## config.mk

```make
export PLATFORM = sky130hd
export DESIGN_NAME = tw_cfg_slave
export DESIGN_NICKNAME = d
export VERILOG_FILES = /design/src/rtl/tw_cfg_pkg.sv /design/src/rtl/tw_sync_edge.sv /design/src/rtl/tw_frame_cap.sv /design/src/rtl/tw_reg_bank.sv /design/src/rtl/tw_cfg_slave.sv
export SDC_FILE = /design/constraint.sdc
export NUM_CORES = 1
export LEC_CHECK = 0
export BUFFER_PORTS_ARGS = -buffer_cell sky130_fd_sc_hd__buf_2
export CORE_MARGIN = 2
export CORE_UTILIZATION = 55
export DETAILED_ROUTE_END_ITERATION = 16
export GPL_ROUTABILITY_DRIVEN = 0
export PLACE_DENSITY = 0.75
export SLEW_MARGIN = 20
export SYNTH_ARGS = -nofsm -noshare
export SYNTH_HDL_FRONTEND = slang
export SYNTH_SLANG_ARGS = --single-unit
```

## constraint.sdc

```tcl
create_clock -name clk -period 2.3 [get_ports clk]
set_input_delay 0.23 -clock clk [delete_from_list [all_inputs] [get_ports clk]]
set_output_delay 0.23 -clock clk [all_outputs]
set_load 0.005 [all_outputs]
```

## src/rtl/tw_cfg_pkg.sv

```systemverilog
package tw_cfg_pkg;
  localparam int WORD_W  = 24;
  localparam int SHORT_W = 16;
  localparam int DIV_W   = 16;
  localparam int DIV_MIN = 2;
  localparam int CNT_W   = 6;

  typedef enum logic [2:0] {
    K_NONE, K_REFW, K_FBW, K_DAC1, K_DAC2, K_XTAL
  } tw_kind_e;

  typedef struct packed {
    logic [DIV_W-1:0] ref_div;
    logic [2:0]       lvl3;
    logic             obuf_off;
    logic [1:0]       pump;
    logic [DIV_W-1:0] fb_div;
    logic [3:0]       sw_off;
    logic             dac_am;
    logic             stat;
    logic [7:0]       g1;
    logic [5:0]       o1;
    logic [7:0]       g2;
    logic [5:0]       o2;
    logic [7:0]       xtal;
  } tw_cfg_t;

  localparam tw_cfg_t TW_CFG_RST = '{
    ref_div: DIV_W'(DIV_MIN), lvl3: 3'd0, obuf_off: 1'b0, pump: 2'd0,
    fb_div: DIV_W'(DIV_MIN), sw_off: 4'hF, dac_am: 1'b0, stat: 1'b0,
    g1: 8'h80, o1: 6'h20, g2: 8'h80, o2: 6'h20, xtal: 8'h00};

  // Address bits are the two top bits of the received word for both lengths,
  // since a short word sits left-aligned in the shift register.
  function automatic tw_kind_e tw_classify(input logic [CNT_W-1:0] cnt,
                                           input logic [WORD_W-1:0] sh);
    logic [1:0] a;
    tw_classify = K_NONE;
    a = sh[WORD_W-1 -: 2];
    if (cnt == CNT_W'(WORD_W)) begin
      if (sh[DIV_W-1:0] >= DIV_W'(DIV_MIN)) begin
        if (a == 2'b00) tw_classify = K_REFW;
        else if (a == 2'b01) tw_classify = K_FBW;
      end
    end else if (cnt == CNT_W'(SHORT_W)) begin
      case (a)
        2'b00:   tw_classify = K_DAC1;
        2'b01:   tw_classify = K_DAC2;
        2'b10:   tw_classify = K_XTAL;
        default: tw_classify = K_NONE;
      endcase
    end
  endfunction
endpackage

```

## src/rtl/tw_sync_edge.sv

```systemverilog
module tw_sync_edge #(
  parameter int N      = 3,
  parameter int STAGES = 2
) (
  input  logic         clk,
  input  logic         rst_n,
  input  logic [N-1:0] async_in,
  output logic [N-1:0] lvl,
  output logic [N-1:0] rise,
  output logic [N-1:0] fall
);
  for (genvar g = 0; g < N; g++) begin : g_line
    logic [STAGES-1:0] chain;
    logic              last;
    always_ff @(posedge clk or negedge rst_n) begin
      if (!rst_n) begin
        chain <= '0;
        last  <= 1'b0;
      end else begin
        chain <= {chain[STAGES-2:0], async_in[g]};
        last  <= chain[STAGES-1];
      end
    end
    assign lvl[g]  = chain[STAGES-1];
    assign rise[g] = chain[STAGES-1] & ~last;
    assign fall[g] = ~chain[STAGES-1] & last;
  end
endmodule

```

## src/rtl/tw_frame_cap.sv

```systemverilog
module tw_frame_cap #(
  parameter int WORD_W = 24,
  parameter int CNT_W  = 6
) (
  input  logic              clk,
  input  logic              rst_n,
  input  logic              en_lvl,
  input  logic              en_rise,
  input  logic              ck_rise,
  input  logic              dat_lvl,
  output logic [WORD_W-1:0] shreg,
  output logic [CNT_W-1:0]  bit_cnt
);
  localparam logic [CNT_W-1:0] CNT_MAX = {CNT_W{1'b1}};

  always_ff @(posedge clk or negedge rst_n) begin
    if (!rst_n) begin
      shreg   <= '0;
      bit_cnt <= '0;
    end else if (en_rise) begin
      bit_cnt <= '0;
    end else if (ck_rise && en_lvl) begin
      shreg <= {dat_lvl, shreg[WORD_W-1:1]};
      if (bit_cnt != CNT_MAX) bit_cnt <= bit_cnt + 1'b1;
    end
  end
endmodule

```

## src/rtl/tw_reg_bank.sv

```systemverilog
module tw_reg_bank
  import tw_cfg_pkg::*;
(
  input  logic              clk,
  input  logic              rst_n,
  input  logic              commit,
  input  tw_kind_e          kind,
  input  logic [WORD_W-1:0] shreg,
  output tw_cfg_t           cfg_q
);
  logic [SHORT_W-1:0] w16;
  assign w16 = shreg[WORD_W-1 -: SHORT_W];

  always_ff @(posedge clk or negedge rst_n) begin
    if (!rst_n) begin
      cfg_q <= TW_CFG_RST;
    end else if (commit) begin
      case (kind)
        K_REFW: begin
          cfg_q.ref_div  <= shreg[15:0];
          cfg_q.lvl3     <= shreg[18:16];
          cfg_q.obuf_off <= shreg[19];
          cfg_q.pump     <= shreg[21:20];
        end
        K_FBW: begin
          cfg_q.fb_div <= shreg[15:0];
          cfg_q.sw_off <= shreg[19:16];
          cfg_q.dac_am <= shreg[20];
          cfg_q.stat   <= shreg[21];
        end
        K_DAC1: begin
          cfg_q.g1 <= w16[7:0];
          cfg_q.o1 <= w16[13:8];
        end
        K_DAC2: begin
          cfg_q.g2 <= w16[7:0];
          cfg_q.o2 <= w16[13:8];
        end
        K_XTAL:  cfg_q.xtal <= w16[13:6];
        default: ;
      endcase
    end
  end
endmodule

```

## src/rtl/tw_cfg_slave.sv

```systemverilog
module tw_cfg_slave
  import tw_cfg_pkg::*;
#(
  parameter int SYNC_STAGES = 2
) (
  input  logic        clk,
  input  logic        rst_n,
  input  logic        bus_en,
  input  logic        bus_clk,
  input  logic        bus_dat,
  output logic [15:0] ref_div,
  output logic [2:0]  lvl3_code,
  output logic        obuf_off,
  output logic [1:0]  pump_code,
  output logic [15:0] fb_div,
  output logic [3:0]  sw_off,
  output logic        dac_am,
  output logic        stat_flag,
  output logic [7:0]  dac1_gain,
  output logic [5:0]  dac1_ofs,
  output logic [7:0]  dac2_gain,
  output logic [5:0]  dac2_ofs,
  output logic [7:0]  xtal_code
);
  localparam int CFG_W = $bits(tw_cfg_t);

  logic [2:0] lvl_v, rise_v, fall_v;
  logic       en_lvl, evt_en_rise, evt_en_fall, evt_ck_rise, dat_lvl;
  logic [WORD_W-1:0] shreg;
  logic [CNT_W-1:0]  bit_cnt;
  tw_kind_e          cmd_kind;
  tw_cfg_t           cfg_q;
  logic [CFG_W-1:0]  cfg_flat;
  logic              unused_evt;

  tw_sync_edge #(.N(3), .STAGES(SYNC_STAGES)) u_sync (
    .clk(clk), .rst_n(rst_n), .async_in({bus_dat, bus_clk, bus_en}),
    .lvl(lvl_v), .rise(rise_v), .fall(fall_v));

  assign en_lvl      = lvl_v[0];
  assign evt_en_rise = rise_v[0];
  assign evt_en_fall = fall_v[0];
  assign evt_ck_rise = rise_v[1];
  assign dat_lvl     = lvl_v[2];
  assign unused_evt  = ^{lvl_v[1], rise_v[2], fall_v[2:1]};

  tw_frame_cap #(.WORD_W(WORD_W), .CNT_W(CNT_W)) u_cap (
    .clk(clk), .rst_n(rst_n), .en_lvl(en_lvl), .en_rise(evt_en_rise),
    .ck_rise(evt_ck_rise), .dat_lvl(dat_lvl), .shreg(shreg), .bit_cnt(bit_cnt));

  assign cmd_kind = tw_classify(bit_cnt, shreg);

  tw_reg_bank u_bank (
    .clk(clk), .rst_n(rst_n), .commit(evt_en_fall), .kind(cmd_kind),
    .shreg(shreg), .cfg_q(cfg_q));

  assign cfg_flat  = cfg_q;
  assign ref_div   = cfg_q.ref_div;
  assign lvl3_code = cfg_q.lvl3;
  assign obuf_off  = cfg_q.obuf_off;
  assign pump_code = cfg_q.pump;
  assign fb_div    = cfg_q.fb_div;
  assign sw_off    = cfg_q.sw_off;
  assign dac_am    = cfg_q.dac_am;
  assign stat_flag = cfg_q.stat;
  assign dac1_gain = cfg_q.g1;
  assign dac1_ofs  = cfg_q.o1;
  assign dac2_gain = cfg_q.g2;
  assign dac2_ofs  = cfg_q.o2;
  assign xtal_code = cfg_q.xtal;
endmodule

```

* Yosys cells after proc, flatten, opt, wreduce, memory -nomap -nowiden
Cells that the tools add are included.
Widths: inputs -> output; s select.
** Word-level totals
- Register bits :: 118
- Input bits :: 5
- Output and inout port bits :: 80
- Logic and storage cells :: 59
** Cells by class
- Add/sub/neg operators :: 1
- $lt $le $gt $ge :: 1
- Eq/ne operators :: 10
- Mux-type cells :: 9
- Bitwise operators :: 7
- Reductions and logical operators :: 11
** Operators by type and width (count)
- $mux 6 :: 3
- $ge 16x2->1 const B :: 1
- $reduce_and 2->1 :: 7
- $eq 6x5->1 const B :: 2
- $pmux 3 s3 :: 1
- $add 6x1->6 const B :: 1
- $eq 3x2->1 const B :: 2
- $eq 3x3->1 const B :: 2
- $mux 2 :: 3
- $mux 3 :: 2
- $ne 6x6->1 const B :: 1
- $not 1->1 :: 4
- $reduce_bool 2->1 :: 2
- $and 1x1->1 :: 3
- $eq 3x1->1 const B :: 1
- $eq 2x1->1 const B :: 1
- $eq 2x2->1 const B :: 1
- $logic_not 2->1 :: 1
- $logic_and 1x1->1 :: 1

* Logic depth before layout (Yosys ltp)
- Depth in word-level cells :: 7
- Mapped depth :: 8
- Gate-level depth less buffers :: 6

* By module
From an unflattened synthesis, not the netlist that was laid out.
** Unflattened totals
- Cells, all modules :: 302
- Area, all modules :: 4747.1 µm²
** By module, submodules not included
- tw_reg_bank :: instances 1, cells an instance 172, area an instance 3021.6 µm², sequential area each 2014.4 µm²
- tw_frame_cap :: instances 1, cells an instance 90, area an instance 1265.0 µm², sequential area each 750.7 µm²
- tw_sync_edge :: instances 1, cells an instance 18, area an instance 285.3 µm², sequential area each 225.2 µm²
- tw_cfg_slave :: instances 1, cells an instance 22, area an instance 175.2 µm², sequential area each 0.0 µm²

* Least setup slack after synthesis
OpenSTA, ideal clock, no wires.
- Path type :: register to register
- Start point :: register u_cap.shreg[22]
- End point :: register u_bank.cfg_q[22] (netlist name)
- Library setup time :: 125 ps
- Data arrival time :: 1865 ps
- Required time :: 2175 ps
- Path slack :: 310 ps
- Stages on the path, launching flop included :: 8
- Path buffers :: 1
- Period minus slack after synthesis :: 1990 ps
- Cells stage by stage :: dfrtp_1 > inv_1 > ha_1 > nor2b_1 > nor4b_4 > o2111ai_4 > buf_8 > mux2_4
** On the way
- Word-level cells in the longest chain between the ends :: 7
- Elaborated cells on any way between the ends :: 11
- Those cells by class :: 3 x eq/ne; 6 x mux; 2 x reduce/logical
** RTL lines
- start: declaration :: RTL line tw_frame_cap.sv:11 : output logic [WORD_W-1:0] shreg,
- start signal: assignment :: RTL line tw_frame_cap.sv:23 : shreg <= {dat_lvl, shreg[WORD_W-1:1]};
- $eq 2x1->1 :: RTL line tw_cfg_pkg.sv:43, tw_cfg_pkg.sv:46
- $mux 2 :: RTL line tw_cfg_pkg.sv:43 : else if (a == 2'b01) tw_classify = K_FBW;
- $mux 2 :: RTL line tw_cfg_pkg.sv:42 : if (a == 2'b00) tw_classify = K_REFW;
- $mux 2 :: RTL line tw_cfg_pkg.sv:41 : if (sh[DIV_W-1:0] >= DIV_W'(DIV_MIN)) begin
- $mux 3 * :: RTL line tw_cfg_pkg.sv:40 : if (cnt == CNT_W'(WORD_W)) begin
- $eq 3x2->1 * :: RTL line tw_reg_bank.sv:18 : case (kind)
- $reduce_and 2->1 (no source line) *
Every way passes the cells marked *; elsewhere a longest branch is shown, timed or not.
A chain may end at the register's enable or synchronous reset.

* Worst setup path after layout
- Start point :: register u_cap.shreg[23]
- End point :: register u_bank.cfg_q[22] (netlist name)
** On the way
- Word-level cells in the longest chain between the ends :: 7
- Elaborated cells on any way between the ends :: 11
- Those cells by class :: 3 x eq/ne; 6 x mux; 2 x reduce/logical
** RTL lines (RTL line)
- $eq 2x1->1 :: tw_cfg_pkg.sv:43, tw_cfg_pkg.sv:46
- $mux 2 :: tw_cfg_pkg.sv:43
- $mux 2 :: tw_cfg_pkg.sv:42
- $mux 2 :: tw_cfg_pkg.sv:41
- $mux 3 * :: tw_cfg_pkg.sv:40
- $eq 3x2->1 * :: tw_reg_bank.sv:18
- $reduce_and 2->1 (no source line) *
Marks and branches as above.

==> impl_metrics.env <==
export IMPL_htreeDepth=4
export IMPL_drv_cap=0
export IMPL_period_needed_ns=2.18
export IMPL_worst_clock_skew_ns=0.00733
export IMPL_clk_path_buf_depth=2
export IMPL_yosys_area_share_adder_pct=1.34
export IMPL_critPathKind="reg -> reg"
export IMPL_die_y_um=96.2
export IMPL_cp_data_required_time_ns=2.69
export IMPL_drtIter0Drc=75
export IMPL_yosysTopAreaCellShare_pct=57.8
export IMPL_clk_pin_slew_ns=0.06
export IMPL_drc=0
export IMPL_cpMaxStageDelayCell="dfrtp_1"
export IMPL_tritoncts="built"
export IMPL_peakVddDrop_uv=607
export IMPL_io_buffer_count=84
export IMPL_path_cells="inv_1 -> ha_1 -> nor2b_1 -> nor4b_4 -> o2111ai_4 -> buf_4 -> mux2_4"
export IMPL_rows=33
export IMPL_leakagePower_nw=3.25
export IMPL_slew_violations=0
export IMPL_fmax_mhz=459
export IMPL_synthArstFlopShare_pct=100
export IMPL_worstMarginPinSlew_ns=0.469
export IMPL_status="finished, final reports clean"
export IMPL_fillCellCount=553
export IMPL_utilization_pct=72.5
export IMPL_antenna_found_initial=0
export IMPL_synth_xor_area_share_pct=0.936
export IMPL_synth_simple_area_share_pct=5.11
export IMPL_critPathMaxFanout=14
export IMPL_cp_end_kind="flop"
export IMPL_clock_insertion_delay_worst_skew_ns=0.51
export IMPL_ys_warn_count=0
export IMPL_dp_hpwl_um=6210
export IMPL_avgSynthCellArea_um2=16.2
export IMPL_cts_root_buffer="clkbuf_8"
export IMPL_drt_pass1_iter_count=4
export IMPL_dieWidth_um=96.2
export IMPL_ys_flop_type="dfrtp_1"
export IMPL_critPathMaxStageDelay_ns=0.40
export IMPL_synth_mux_area_share_pct=25.6
export IMPL_grt_max_degree=45
export IMPL_synth_area_um2=4680
export IMPL_initial_utilization_pct=57.0
export IMPL_tns_ns=0
export IMPL_p_per_area_nw_per_um2=841
export IMPL_grt_overflow_total=0
export IMPL_drive_above_1_share_pct=60.0
export IMPL_cts_buffers=17
export IMPL_dieArea_um2=9260
export IMPL_yosys_top_cells_count="dfrtp_1 (108), mux2_2 (91), dfstp_2 (10), mux2_4 (10), nor2_1 (7)"
export IMPL_grt_pass1_wl_um=14800
export IMPL_track_usage_pct=22.0
export IMPL_synth_nets=298
export IMPL_ys_types=34
export IMPL_clock_sinks=118
export IMPL_via_per_inst=5.37
export IMPL_vias=2782
export IMPL_fin_crit_sh_pct=94.8
export IMPL_wire_per_inst_um=17.9
export IMPL_relSlewSlack_pct=68.8
export IMPL_final_nets=410
export IMPL_synth_top_family_by_area="multiplexers"
export IMPL_post_cts_buffers=0
export IMPL_io_pin_count=85
export IMPL_yosys_area_top_type="dfrtp_1"
export IMPL_cp_arrival_ns=2.57
export IMPL_syn_inst=288
export IMPL_synth_edff_count=0
export IMPL_start_kind="flop"
export IMPL_holdWs_ns=0.225
export IMPL_drt_wl_total_um=9280
export IMPL_grt_pass1_vias=2830
export IMPL_ant_nets=0
export IMPL_synth_area_top_cells="dfrtp_1 (58%), mux2_2 (22%), dfstp_2 (5.6%)"
export IMPL_synth_compound_area_share_pct=1.74
export IMPL_ys_seq_elements=118
export IMPL_yosysSeqAreaShare_pct=63.4
export IMPL_finalHoldViolCount=0
export IMPL_yosysMostFrequentCell="dfrtp_1"
export IMPL_n_antenna_cell=0
export IMPL_fp_coreArea_um2=8220
export IMPL_area_growth_pct=27.4
export IMPL_setup_viol=0
export IMPL_rsz0062_at_grt="no"
export IMPL_hold_path_class="in -> async"
worst max-delay path, delay by kind of cell, from the launching register on:
kind | cells | cell delay [ns]
AND/OR/NAND/NOR | 2 | 0.55
flip-flops | 1 | 0.40
buffers and inverters | 2 | 0.35
multiplexers | 1 | 0.32
adder cells (fa/ha/maj) | 1 | 0.28
AO/OA/AOI/OAI | 1 | 0.16
path summary, 6_finish.rpt:
| kind | startpoint | to | slack, ns | cells past startpoint |
|---|---|---|---|---|
| min reg2reg | u_sync.g_line[0].chain[0] | u_sync.g_line[0].chain[1] | 0.35 | 0 |
| max | u_cap.shreg[23] | u_bank.cfg_q[22] | 0.12 | 7 |
| max reg2reg | u_cap.shreg[23] | u_bank.cfg_q[22] | 0.12 | 7 |
| min | rst_n | u_bank.cfg_q[2] | 0.22 | 2 |
| min in group clk | u_sync.g_line[0].chain[0] | u_sync.g_line[0].chain[1] | 0.35 | 0 |
| max in group asynchronous | rst_n | u_bank.cfg_q[65] | 1.26 | 3 |
metal layers:
layer  up-vias  global-route usage [%]  part of all wire, %
li1       1262                       -                    -
met1      1439                    28.2                   44
met2        69                    34.8                   50
met3        12                    7.05                  4.6
met4         0                    8.69                  1.4
met5         -                       0                    0
repair_timing:
item,CTS,global route
resized for setup,0,1
setup endpoints to repair,0,12
hold buffers,4,0
hold endpoints to repair,31,0
registers in the layout, summed over array words and instances, names as in the netlist:
| signal | count |
|---|---|
| u_bank.cfg_q | 80 |
| u_sync.g_line.chain | 6 |
| u_sync.g_line.last | 2 |
| u_cap.bit_cnt | 6 |
| u_cap.shreg | 24 |
area by class of cell:
cell class | instances | area (um2) | area share, %
flip-flops and latches | 118 | 2970 | 49.7
multi-input cells | 155 | 1630 | 27.3
repair buffers | 104 | 608 | 10.2
clock buffers | 19 | 432 | 7.24
clock inverters | 13 | 180 | 3.02
well taps | 105 | 131 | 2.20
inverters | 4 | 15.0 | 0.252
per-stage QoR:
stage	power [mW]	std cells	area [um2]	worst slack [ns]
floorplan	2.28	288	4680	0.310
global placement	2.35	482	5300	0.186
detailed placement	2.37	482	5300	0.0612
CTS	5.06	518	5950	0.0242
global route	5.19	518	5960	0.0492
finish	5.01	518	5960	0.120
cells in the final DEF (no fill, tap or decap), types with 4 or more instances in the layout:
cell type / n
xor2_1: 4
clkinv_2: 4
bufinv_16: 4
mux2_2: 91
dfstp_2: 10
ha_1: 5
buf_4: 15
mux2_4: 10
clkbuf_16: 16
nor2_1: 7
dlygate4sd3_1: 4
dfrtp_1: 108
nand2_1: 4
inv_1: 4
buf_2: 83
report_power, final:
group          switching (mW)  internal, mW  total [mW]
Clock                   0.897          1.78        2.68
Combinational           0.108        0.0678       0.176
Sequential             0.0474          2.11        2.16
cell families (layout without fill, tap and decap cells):
kind of cell               Yosys count  count (layout)
AOI/OAI and AO/OA                    9               9
DFF                                118             118
buffers and inverters               15             140
and+or+nand+nor                     33              33
adders and majority gates            5               5
muxes                              103             103
xor gates and xnor gates             5               5
Power figures use the tool's default switching activity.
